File: config.mk
export PLATFORM = sky130hd
export DESIGN_NAME = vline_seq
export DESIGN_NICKNAME = d
export VERILOG_FILES = /design/src/rtl/vline_pkg.sv /design/src/rtl/vline_limit.sv /design/src/rtl/vline_step.sv /design/src/rtl/vline_status.sv /design/src/rtl/vline_seq.sv
export SDC_FILE = /design/constraint.sdc
export NUM_CORES = 1
export LEC_CHECK = 0
export BUFFER_PORTS_ARGS = -buffer_cell sky130_fd_sc_hd__buf_4
export CAP_MARGIN = 5
export CORE_ASPECT_RATIO = 0.9
export CORE_UTILIZATION = 49
export CTS_BUF_LIST = sky130_fd_sc_hd__clkbuf_2
export CTS_CLUSTER_SIZE = 20
export DETAILED_ROUTE_END_ITERATION = 16
export PLACE_DENSITY = 0.79
export RECOVER_POWER = 25
export SYNTH_ARGS = -nofsm -noshare
export SYNTH_HDL_FRONTEND = slang
export SYNTH_SLANG_ARGS = --single-unit
File: constraint.sdc
create_clock -name clk -period 1.8 [get_ports clk]
set_input_delay 0.09 -clock clk [delete_from_list [all_inputs] [get_ports clk]]
set_output_delay 0.09 -clock clk [all_outputs]
set_load 0.01 [all_outputs]
File: src/rtl/vline_pkg.sv
package vline_pkg;

    typedef enum logic {
        STD_SHORT = 1'b0,
        STD_LONG  = 1'b1
    } vstd_e;

    localparam logic [1:0] ILACE_BOTH = 2'b11;

endpackage

File: src/rtl/vline_limit.sv
module vline_limit
    import vline_pkg::*;
#(
    parameter int LINES_A = 263,
    parameter int LINES_B = 313,
    parameter int LINE_W  = 9
) (
    input  vstd_e             std,
    output logic [LINE_W-1:0] last_line
);
    localparam logic [LINE_W-1:0] LAST_A = LINE_W'(LINES_A - 1);
    localparam logic [LINE_W-1:0] LAST_B = LINE_W'(LINES_B - 1);

    always_comb begin
        last_line = (std == STD_LONG) ? LAST_B : LAST_A;
    end
endmodule

File: src/rtl/vline_step.sv
module vline_step #(
    parameter int LINE_W     = 9,
    parameter int BLANK_LINE = 240
) (
    input  logic              tick,
    input  logic [LINE_W-1:0] line,
    input  logic [LINE_W-1:0] last_line,
    output logic [LINE_W-1:0] nxt_line,
    output logic              hit_wrap,
    output logic              hit_blank
);
    localparam logic [LINE_W-1:0] PRE_BLANK = LINE_W'(BLANK_LINE - 1);

    always_comb begin
        hit_wrap  = tick && (line == last_line);
        hit_blank = tick && !hit_wrap && (line == PRE_BLANK);
        if (!tick)
            nxt_line = line;
        else if (hit_wrap)
            nxt_line = '0;
        else
            nxt_line = line + LINE_W'(1);
    end
endmodule

File: src/rtl/vline_status.sv
module vline_status
    import vline_pkg::*;
#(
    parameter int LINE_W     = 9,
    parameter int BLANK_LINE = 240
) (
    input  logic              clk,
    input  logic              rst_n,
    input  logic              tick,
    input  logic              hit_wrap,
    input  logic [LINE_W-1:0] nxt_line,
    input  logic              nxt_frame_lsb,
    input  logic [1:0]        ilace_cfg,
    output logic              field_q,
    output logic              parity_q
);
    localparam logic [LINE_W-1:0] BLANK = LINE_W'(BLANK_LINE);

    typedef struct packed {
        logic field;
        logic parity;
    } stat_t;

    stat_t stat_d, stat_q;

    always_comb begin
        stat_d = stat_q;
        if (tick) begin
            stat_d.parity = (nxt_line < BLANK) ? nxt_line[0] : 1'b0;
            if (hit_wrap)
                stat_d.field = (ilace_cfg == ILACE_BOTH) ? nxt_frame_lsb : 1'b0;
        end
    end

    always_ff @(posedge clk) begin
        if (!rst_n) begin
            stat_q <= '0;
        end else begin
            stat_q <= stat_d;
        end
    end

    assign field_q  = stat_q.field;
    assign parity_q = stat_q.parity;
endmodule

File: src/rtl/vline_seq.sv
module vline_seq
    import vline_pkg::*;
#(
    parameter int LINES_A    = 263,
    parameter int LINES_B    = 313,
    parameter int BLANK_LINE = 240,
    parameter int FRAME_W    = 16,
    parameter int LINE_W     = $clog2(((LINES_A > LINES_B) ? LINES_A : LINES_B))
) (
    input  logic               clk,
    input  logic               rst_n,
    input  logic               hs_tick,
    input  logic               std_sel,
    input  logic [1:0]         ilace_cfg,
    output logic [LINE_W-1:0]  line_no,
    output logic               vblank,
    output logic               vblank_irq,
    output logic [FRAME_W-1:0] frame_cnt,
    output logic               field_bit,
    output logic               line_parity
);
    typedef struct packed {
        logic [LINE_W-1:0]  line;
        logic [FRAME_W-1:0] frame;
        logic               vb;
        logic               irq;
        vstd_e              std;
    } seq_t;

    seq_t              seq_d, seq_q;
    logic [LINE_W-1:0] last_line;
    logic [LINE_W-1:0] nxt_line;
    logic              hit_wrap;
    logic              hit_blank;

    vline_limit #(
        .LINES_A (LINES_A),
        .LINES_B (LINES_B),
        .LINE_W  (LINE_W)
    ) u_limit (
        .std       (seq_q.std),
        .last_line (last_line)
    );

    vline_step #(
        .LINE_W     (LINE_W),
        .BLANK_LINE (BLANK_LINE)
    ) u_step (
        .tick      (hs_tick),
        .line      (seq_q.line),
        .last_line (last_line),
        .nxt_line  (nxt_line),
        .hit_wrap  (hit_wrap),
        .hit_blank (hit_blank)
    );

    always_comb begin
        seq_d      = seq_q;
        seq_d.line = nxt_line;
        seq_d.irq  = hit_blank;
        if (hit_blank)
            seq_d.vb = 1'b1;
        if (hit_wrap) begin
            seq_d.vb    = 1'b0;
            seq_d.frame = seq_q.frame + FRAME_W'(1);
            seq_d.std   = vstd_e'(std_sel);
        end
    end

    always_ff @(posedge clk) begin
        if (!rst_n) begin
            seq_q       <= '0;
            seq_q.std   <= vstd_e'(std_sel);
        end else begin
            seq_q <= seq_d;
        end
    end

    vline_status #(
        .LINE_W     (LINE_W),
        .BLANK_LINE (BLANK_LINE)
    ) u_status (
        .clk           (clk),
        .rst_n         (rst_n),
        .tick          (hs_tick),
        .hit_wrap      (hit_wrap),
        .nxt_line      (nxt_line),
        .nxt_frame_lsb (seq_d.frame[0]),
        .ilace_cfg     (ilace_cfg),
        .field_q       (field_bit),
        .parity_q      (line_parity)
    );

    assign line_no    = seq_q.line;
    assign frame_cnt  = seq_q.frame;
    assign vblank     = seq_q.vb;
    assign vblank_irq = seq_q.irq;
endmodule

==> results of run 1 <==
-- cell usage after synthesis, types with 2 or more instances --
cell type  count  area share [%]
nor4_1         4             1.7
mux2i_1        2             1.4
a21oi_1       10             3.4
nand4_1        2            0.85
ha_1           2             1.7
nor4_4         2             2.9
dfxtp_1       29              39
and3_1         2            0.85
nor2_1        22             5.6
inv_1          4             1.0
nand2_1       20             5.1
nor3_1         4             1.4
nand2b_1       4             1.7
xnor2_1       11             6.6
nand3_1        8             2.7
xor2_1         5             3.0
or3b_1         3             1.8
o41ai_1        3             1.8
-- metrics by stage --
stage / hold slack [ns] / cells / cell area [um2]
2_1_floorplan: 0.189 / 163 / 1470
3_3_place_gp: 0.270 / 251 / 1880
3_5_place_dp: 0.274 / 251 / 1880
4_1_cts: 0.424 / 264 / 1990
5_1_grt: 0.426 / 268 / 2000
6_report: 0.455 / 268 / 2000
-- cells in the final DEF, fill, tap and decap left out, drive strengths merged, types with 2 or more instances in the layout --
| cell type | Yosys | final |
|---|---|---|
| xnor2 | 11 | 11 |
| nand3 | 9 | 9 |
| dlygate4sd3 | 0 | 5 |
| a21oi | 10 | 10 |
| nand2b | 4 | 4 |
| and3 | 3 | 3 |
| nor2 | 22 | 22 |
| buf | 2 | 43 |
| xor2 | 5 | 5 |
| or3b | 3 | 3 |
| and4bb | 2 | 2 |
| dfxtp | 29 | 29 |
| clkinv | 1 | 3 |
| nor4 | 6 | 6 |
| mux2i | 2 | 2 |
| ha | 2 | 2 |
| nand2 | 20 | 20 |
| nand4 | 3 | 3 |
| nor3 | 4 | 4 |
| inv | 4 | 4 |
| clkbuf | 1 | 18 |
| o41ai | 3 | 3 |
-- sequential cells by signal (all words and copies together) (netlist names) --
name,count
seq_q,1
vblank_irq,1
line_no,9
frame_cnt,16
u_status.field_q,1
u_status.parity_q,1
vblank,1
-- logic make-up after synthesis --
group	synth area share [%]
compound gates	9.11
xor+xnor	9.53
fa+ha+maj	1.70
buf+inv	3.23
flops	41.5
mux	1.36
simple gates	33.5
-- metal layers --
| metal | vias to the layer above | GRT usage, % |
|---|---|---|
| li1 | 703 | - |
| met1 | 651 | 27.8 |
| met2 | 27 | 41.1 |
| met3 | 7 | 7.93 |
| met4 | 0 | 8.91 |
| met5 | - | 0 |
-- layout make-up --
class	instances	area share, %
clock buffers	5	1.25
clock inverters	3	0.814
inverters	5	0.939
repair buffers	61	21.3
well taps	40	2.50
multi-input cells	124	42.3
flip-flops and latches	30	30.9
-- power by group --
group | internal (uW) | leakage [uW] | switching, uW | total, uW
Sequential | 675 | 0.000246 | 5.98 | 681
Combinational | 32.0 | 0.000523 | 32.1 | 64.1
Clock | 88.3 | 0.0000264 | 241 | 330
-- final timing paths --
check | start | end | slack (ns) | cells after the start
worst max-delay path | seq_q[0]$_DFFE_PP_ | frame_cnt[15]$_SDFFE_PN0P_ | 0.07 | 5
worst min register to register | u_status.field_q$_SDFFE_PN0P_ | u_status.field_q$_SDFFE_PN0P_ | 0.48 | 2
worst min-delay path | std_sel | seq_q[0]$_DFFE_PP_ | 0.45 | 2
worst max register to register | seq_q[0]$_DFFE_PP_ | frame_cnt[15]$_SDFFE_PN0P_ | 0.07 | 5
-- timing repair --
item,in CTS,in global routing
setup buffers,0,4
endpoints found under the setup margin,2,10
resized for setup,2,10
hold endpoints to repair,6,0
pin swaps,0,1
hold buffers,5,0
==> reports/qor.csv, run 1 <==
stage,metric,value,unit
status,status,finished clean,
sta,final hold vios,0,
placed_design,Placer Congestion,0.830,
global_route,GRT overflow,0,
cts,Num Clock Sinks,30,
worst_setup_path,Critical Path Max Stage Delay,0.40,ns
drt,Avg Vias per Cell,5.18,
floorplan,Die Wd,59.7,um
worst_hold_path,hold crit path type,in -> reg,
sta,final worst-path cycle share,96.3,%
sta,Slew @ Worst Pin,0.359,ns
synth,Synth Instances,163,
global_route,number of global-route vias before repair,1254,
finish,P&R area growth vs syn,35.9,%
worst_setup_path,slowest cell on the critical path,edfxtp_1,
synth,synth warn,0,
power_and_ir_drop,PwrDens,538,mW/mm2
worst_setup_path,CP max FO,7,
cts,Clock Root Buffer,clkbuf_2,
worst_setup_path,Setup crit end kind,register,
floorplan,Initial Util,52.6,%
power_and_ir_drop,Lkg Pwr,0.000796,uW
floorplan,CORE AREA,0.00279,mm2
cts,H-tree levels,2,
synth,Mapped Area,0.00147,mm2
job,max_cap viols,0,
synth,post-synthesis register bit count,30,
cts,clock slew at reported path FFs,0.15,ns
floorplan,Die Height,54.0,um
synth,async set or reset register ratio after synthesis,0,%
sta,final setup TNS,0,ns
synth,Synth cell types,44,
cts,CTS tree,built,
floorplan,die area,0.00322,mm2
sta,final setup vio count,0,
worst_setup_path,CP top delay family,simple AND/OR/NAND/NOR gates,
sta,post-route worst setup slack,0.0662,ns
sta,clock skew,0.0242,ns
power_and_ir_drop,Peak VDD IR,0.426,mV
drt,DRC viols,0,
drt,Vias,1388,
power_and_ir_drop,total chip power,1080,uW
placed_design,Post-DP HPWL,2.61,mm
worst_setup_path,critical setup path kind,reg -> reg,
drt,met1 WL,1.49,mm
drt,1st-pass router iterations,4,
worst_setup_path,critical-path cell list,and4bb_2 -> a22oi_4 -> or2_4 -> o41ai_1 -> a21oi_1,
synth,dominant synthesized flop cell,dfxtp_1,
placed_design,pre-CTS WS,-0.00217,ns
drt,Routed WL per cell,13.0,um
synth,Synthesized Nets,171,
sta,Tmin final,1.73,ns
drt,top layer used by detailed routing,met4,
cts,Longest Clk Path Bufs,2,
sta,Slew Limit Fails,0,
finish,final net count,235,
worst_setup_path,CP startpoint kind,register,
finish,Util after Layout,71.6,%
drt,final WL,3.47,mm
global_route,largest net degree at the start of global routing,11,
synth,sequential-to-total area share from yosys stat,41.5,%
synth,Post-Syn Area per Cell,9.02,um2
floorplan,# IOs,35,
synth,Post-synth EDFFs,1,
worst_setup_path,"Buf+Inv Stages, Crit Path",0,
drt,initial drt markers,47,
finish,fraction of layout instances using a drive strength above 1,30.7,%
placed_design,number of buffers added on ports,34,
global_route,Global Route Usage Sum,23.9,%
sta,Slew headroom,75.8,%
sta,max frequency,577,MHz
drt,WL met2,1.77,mm
floorplan,FP Rows,18,
finish,register area,617,um2
finish,multi-input logic area,846,um2
worst_setup_path,crit path DAT,2.01,ns
finish,Fillers,246,
drt,Antenna Nets Post-Route,0,
global_route,first-pass GRT wire length,5.54,mm
drt,met3 WL,155,um
global_route,initial antenna violation count,0,
worst_setup_path,CP required,2.07,ns
sta,RSZ-0062 raised after global routing,no,
cts,Worst-Skew Late Latency,0.39,ns
finish,n_diodes,0,
cts,Num CTS Buffers,5,
Note: power is estimated with default switching activity, not from simulation.
==> inputs of run 2 (changes only) <==
- CELL_PAD_IN_SITES_DETAIL_PLACEMENT: unset -> 1
- CELL_PAD_IN_SITES_GLOBAL_PLACEMENT: unset -> 1
- CORE_UTILIZATION: 49 -> 37
==> run 2 against run 1 <==
Largest power group unchanged. The run now ends with setup timing left. Critical endpoint is now frame_cnt[12]$_SDFFE_PN0P_. Power grew 15%. Clock skew shrank 0.0036 ns. Count of clock-buffer cells in the layout did not move. Cell count is 4.5% higher. Clock power up 48%.
==> reports/qor.csv, run 2 (synthesized netlist as in run 1, its figures left out) <==
stage,metric,value,unit
status,status,"finished, violations left",
drt,Avg Vias per Cell,5.26,
sta,final setup TNS,-0.00309,ns
sta,final hold vios,0,
finish,flip-flop count of the largest register after layout,16,
sta,Slew headroom,76.4,%
floorplan,FP Rows,21,
worst_setup_path,slowest cell on the critical path,or3b_1,
global_route,first-pass GRT wire length,6.73,mm
drt,initial drt markers,38,
worst_setup_path,crit path DAT,2.13,ns
finish,final net count,241,
worst_setup_path,Setup crit end kind,register,
drt,DRC viols,0,
drt,met3 WL,201,um
sta,Slew Limit Fails,0,
power_and_ir_drop,Peak VDD IR,0.582,mV
drt,top layer used by detailed routing,met4,
cts,Num Clock Sinks,30,
finish,fraction of layout instances using a drive strength above 1,36.3,%
cts,Num CTS Buffers,5,
finish,P&R area growth vs syn,43.7,%
floorplan,# IOs,35,
cts,clock slew at reported path FFs,0.17,ns
sta,Slew @ Worst Pin,0.351,ns
power_and_ir_drop,Lkg Pwr,0.000846,uW
sta,clock skew,0.0206,ns
placed_design,placed cell area,0.00190,mm2
cts,Longest Clk Path Bufs,2,
worst_setup_path,Worst R2R Start,frame_cnt[3]$_SDFFE_PN0P_,
finish,n_diodes,0,
worst_hold_path,hold crit path type,in -> reg,
sta,max frequency,555,MHz
worst_setup_path,R2R Setup Slk,-0.003,ns
finish,"most common cell after layout, fill and taps aside",buf_4,
cts,Worst-Skew Late Latency,0.40,ns
worst_setup_path,CP required,2.13,ns
power_and_ir_drop,PwrDens,587,mW/mm2
floorplan,Die Height,61.8,um
finish,finished layout cell area,0.00211,mm2
job,max_cap viols,0,
sta,post-route worst setup slack,-0.00309,ns
drt,WL met2,2.39,mm
floorplan,Initial Util,39.1,%
floorplan,Die Wd,68.4,um
global_route,GRT overflow,0,
placed_design,number of buffers added on ports,34,
worst_hold_path,cell depth of the worst hold path,2,
status,failing checks,setup timing,
floorplan,die area,0.00423,mm2
worst_setup_path,Worst R2R End,frame_cnt[12]$_SDFFE_PN0P_,
drt,final WL,4.72,mm
drt,Antenna Nets Post-Route,0,
finish,Non-Filler Instances,280,
worst_setup_path,critical setup path kind,reg -> reg,
cts,H-tree levels,2,
sta,final setup vio count,1,
placed_design,Post-DP HPWL,3.33,mm
sta,final worst-path cycle share,100,%
worst_setup_path,R2R cell count,5,
placed_design,Placer Congestion,0.910,
worst_setup_path,CP max FO,4,
worst_setup_path,critical-path cell list,and4_4 -> nand4_4 -> nor4_4 -> or3b_1 -> a21oi_1,
finish,most frequent cells in the layout,"49 x buf_4, 23 x dfxtp_1, 22 x nor2_1, 19 x nand2_1",
global_route,largest net degree at the start of global routing,11,
global_route,Global Route Usage Sum,22.1,%
placed_design,pre-CTS WS,-0.0438,ns
cts,Clock Root Buffer,clkbuf_2,
global_route,initial antenna violation count,0,
worst_hold_path,hold_sp,std_sel,
drt,Routed WL per cell,16.8,um
drt,met1 WL,1.98,mm
drt,Vias,1474,
floorplan,CORE AREA,0.00376,mm2
global_route,number of global-route vias before repair,1448,
sta,Tmin final,1.80,ns
drt,1st-pass router iterations,4,
worst_setup_path,Critical Path Max Stage Delay,0.40,ns
worst_setup_path,CP startpoint kind,register,
cts,CTS tree,built,
placed_design,placed cell count,259,
worst_hold_path,Worst Hold Path EP,seq_q[0]$_DFFE_PP_,
-- run 2: critical path: cells and delay by family, from the launching register on --
family,cells,cell delay (ns)
AND/OR/NAND/NOR,4,1.22
flip-flops,1,0.37
AO/OA/AOI/OAI,1,0.15
-- run 2: per-stage QoR --
step	utilization, %	hold slack, ns	power [uW]
6_report	56.2	0.421	1240
5_1_grt	56.2	0.438	1280
4_1_cts	54.2	0.00147	1240
3_5_place_dp	50.7	0.272	755
3_3_place_gp	50.7	0.272	750
2_1_floorplan	-	0.189	724
-- run 2: area by class of cell --
type                            count  area [um2]
Timing Repair Buffer               67         478
Fill cell                         462        1650
Tap cell                           46        57.6
Multi-Input combinational cell    124         875
Inverter                            5        18.8
Clock inverter                      3        40.0
Clock buffer                        5        25.0
Sequential cell                    30         618
-- run 2: power by group --
group / total [uW] / leakage [uW] / switching, uW / internal [uW]
logic: 66.4 / 0.000557 / 34.2 / 32.1
clock network: 489 / 0.0000427 / 259 / 230
registers: 683 / 0.000247 / 7.48 / 676
total: 1240 / 0.000846 / 301 / 938
-- run 2: layer usage --
layer	vias to the layer above	global-route usage, %
met2	42	40.1
met4	0	8.63
met3	13	4.38
met5	-	0
met1	711	25.7
li1	708	-
-- run 2: repair_timing --
item                                    4_1_cts  5_1_grt
endpoints found under the setup margin        5       17
pin swaps                                     2        7
hold endpoints to repair                      5        1
hold buffers                                  4        1
gates resized for setup                       5       16
setup buffers                                 0        8
-- run 2: how the worst max path moves through the flow --
| stage | start | to | slack (ns) | cells after the start |
|---|---|---|---|---|
| after global placement | seq_q[0]$_DFFE_PP_ | seq_q[0]$_DFFE_PP_ | 0.11 | 4 |
| after detailed placement | line_no[0]$_SDFF_PN0_ | u_status.parity_q$_SDFFE_PN0P_ | -0.04 | 6 |
| after CTS | line_no[1]$_SDFFE_PN0P_ | seq_q[0]$_DFFE_PP_ | -0.03 | 4 |
| after floorplan | line_no[3]$_SDFFE_PN0P_ | frame_cnt[12]$_SDFFE_PN0P_ | 0.04 | 6 |
| final | frame_cnt[3]$_SDFFE_PN0P_ | frame_cnt[12]$_SDFFE_PN0P_ | -0.003 | 5 |
| after global routing | frame_cnt[3]$_SDFFE_PN0P_ | frame_cnt[12]$_SDFFE_PN0P_ | -0.08 | 5 |
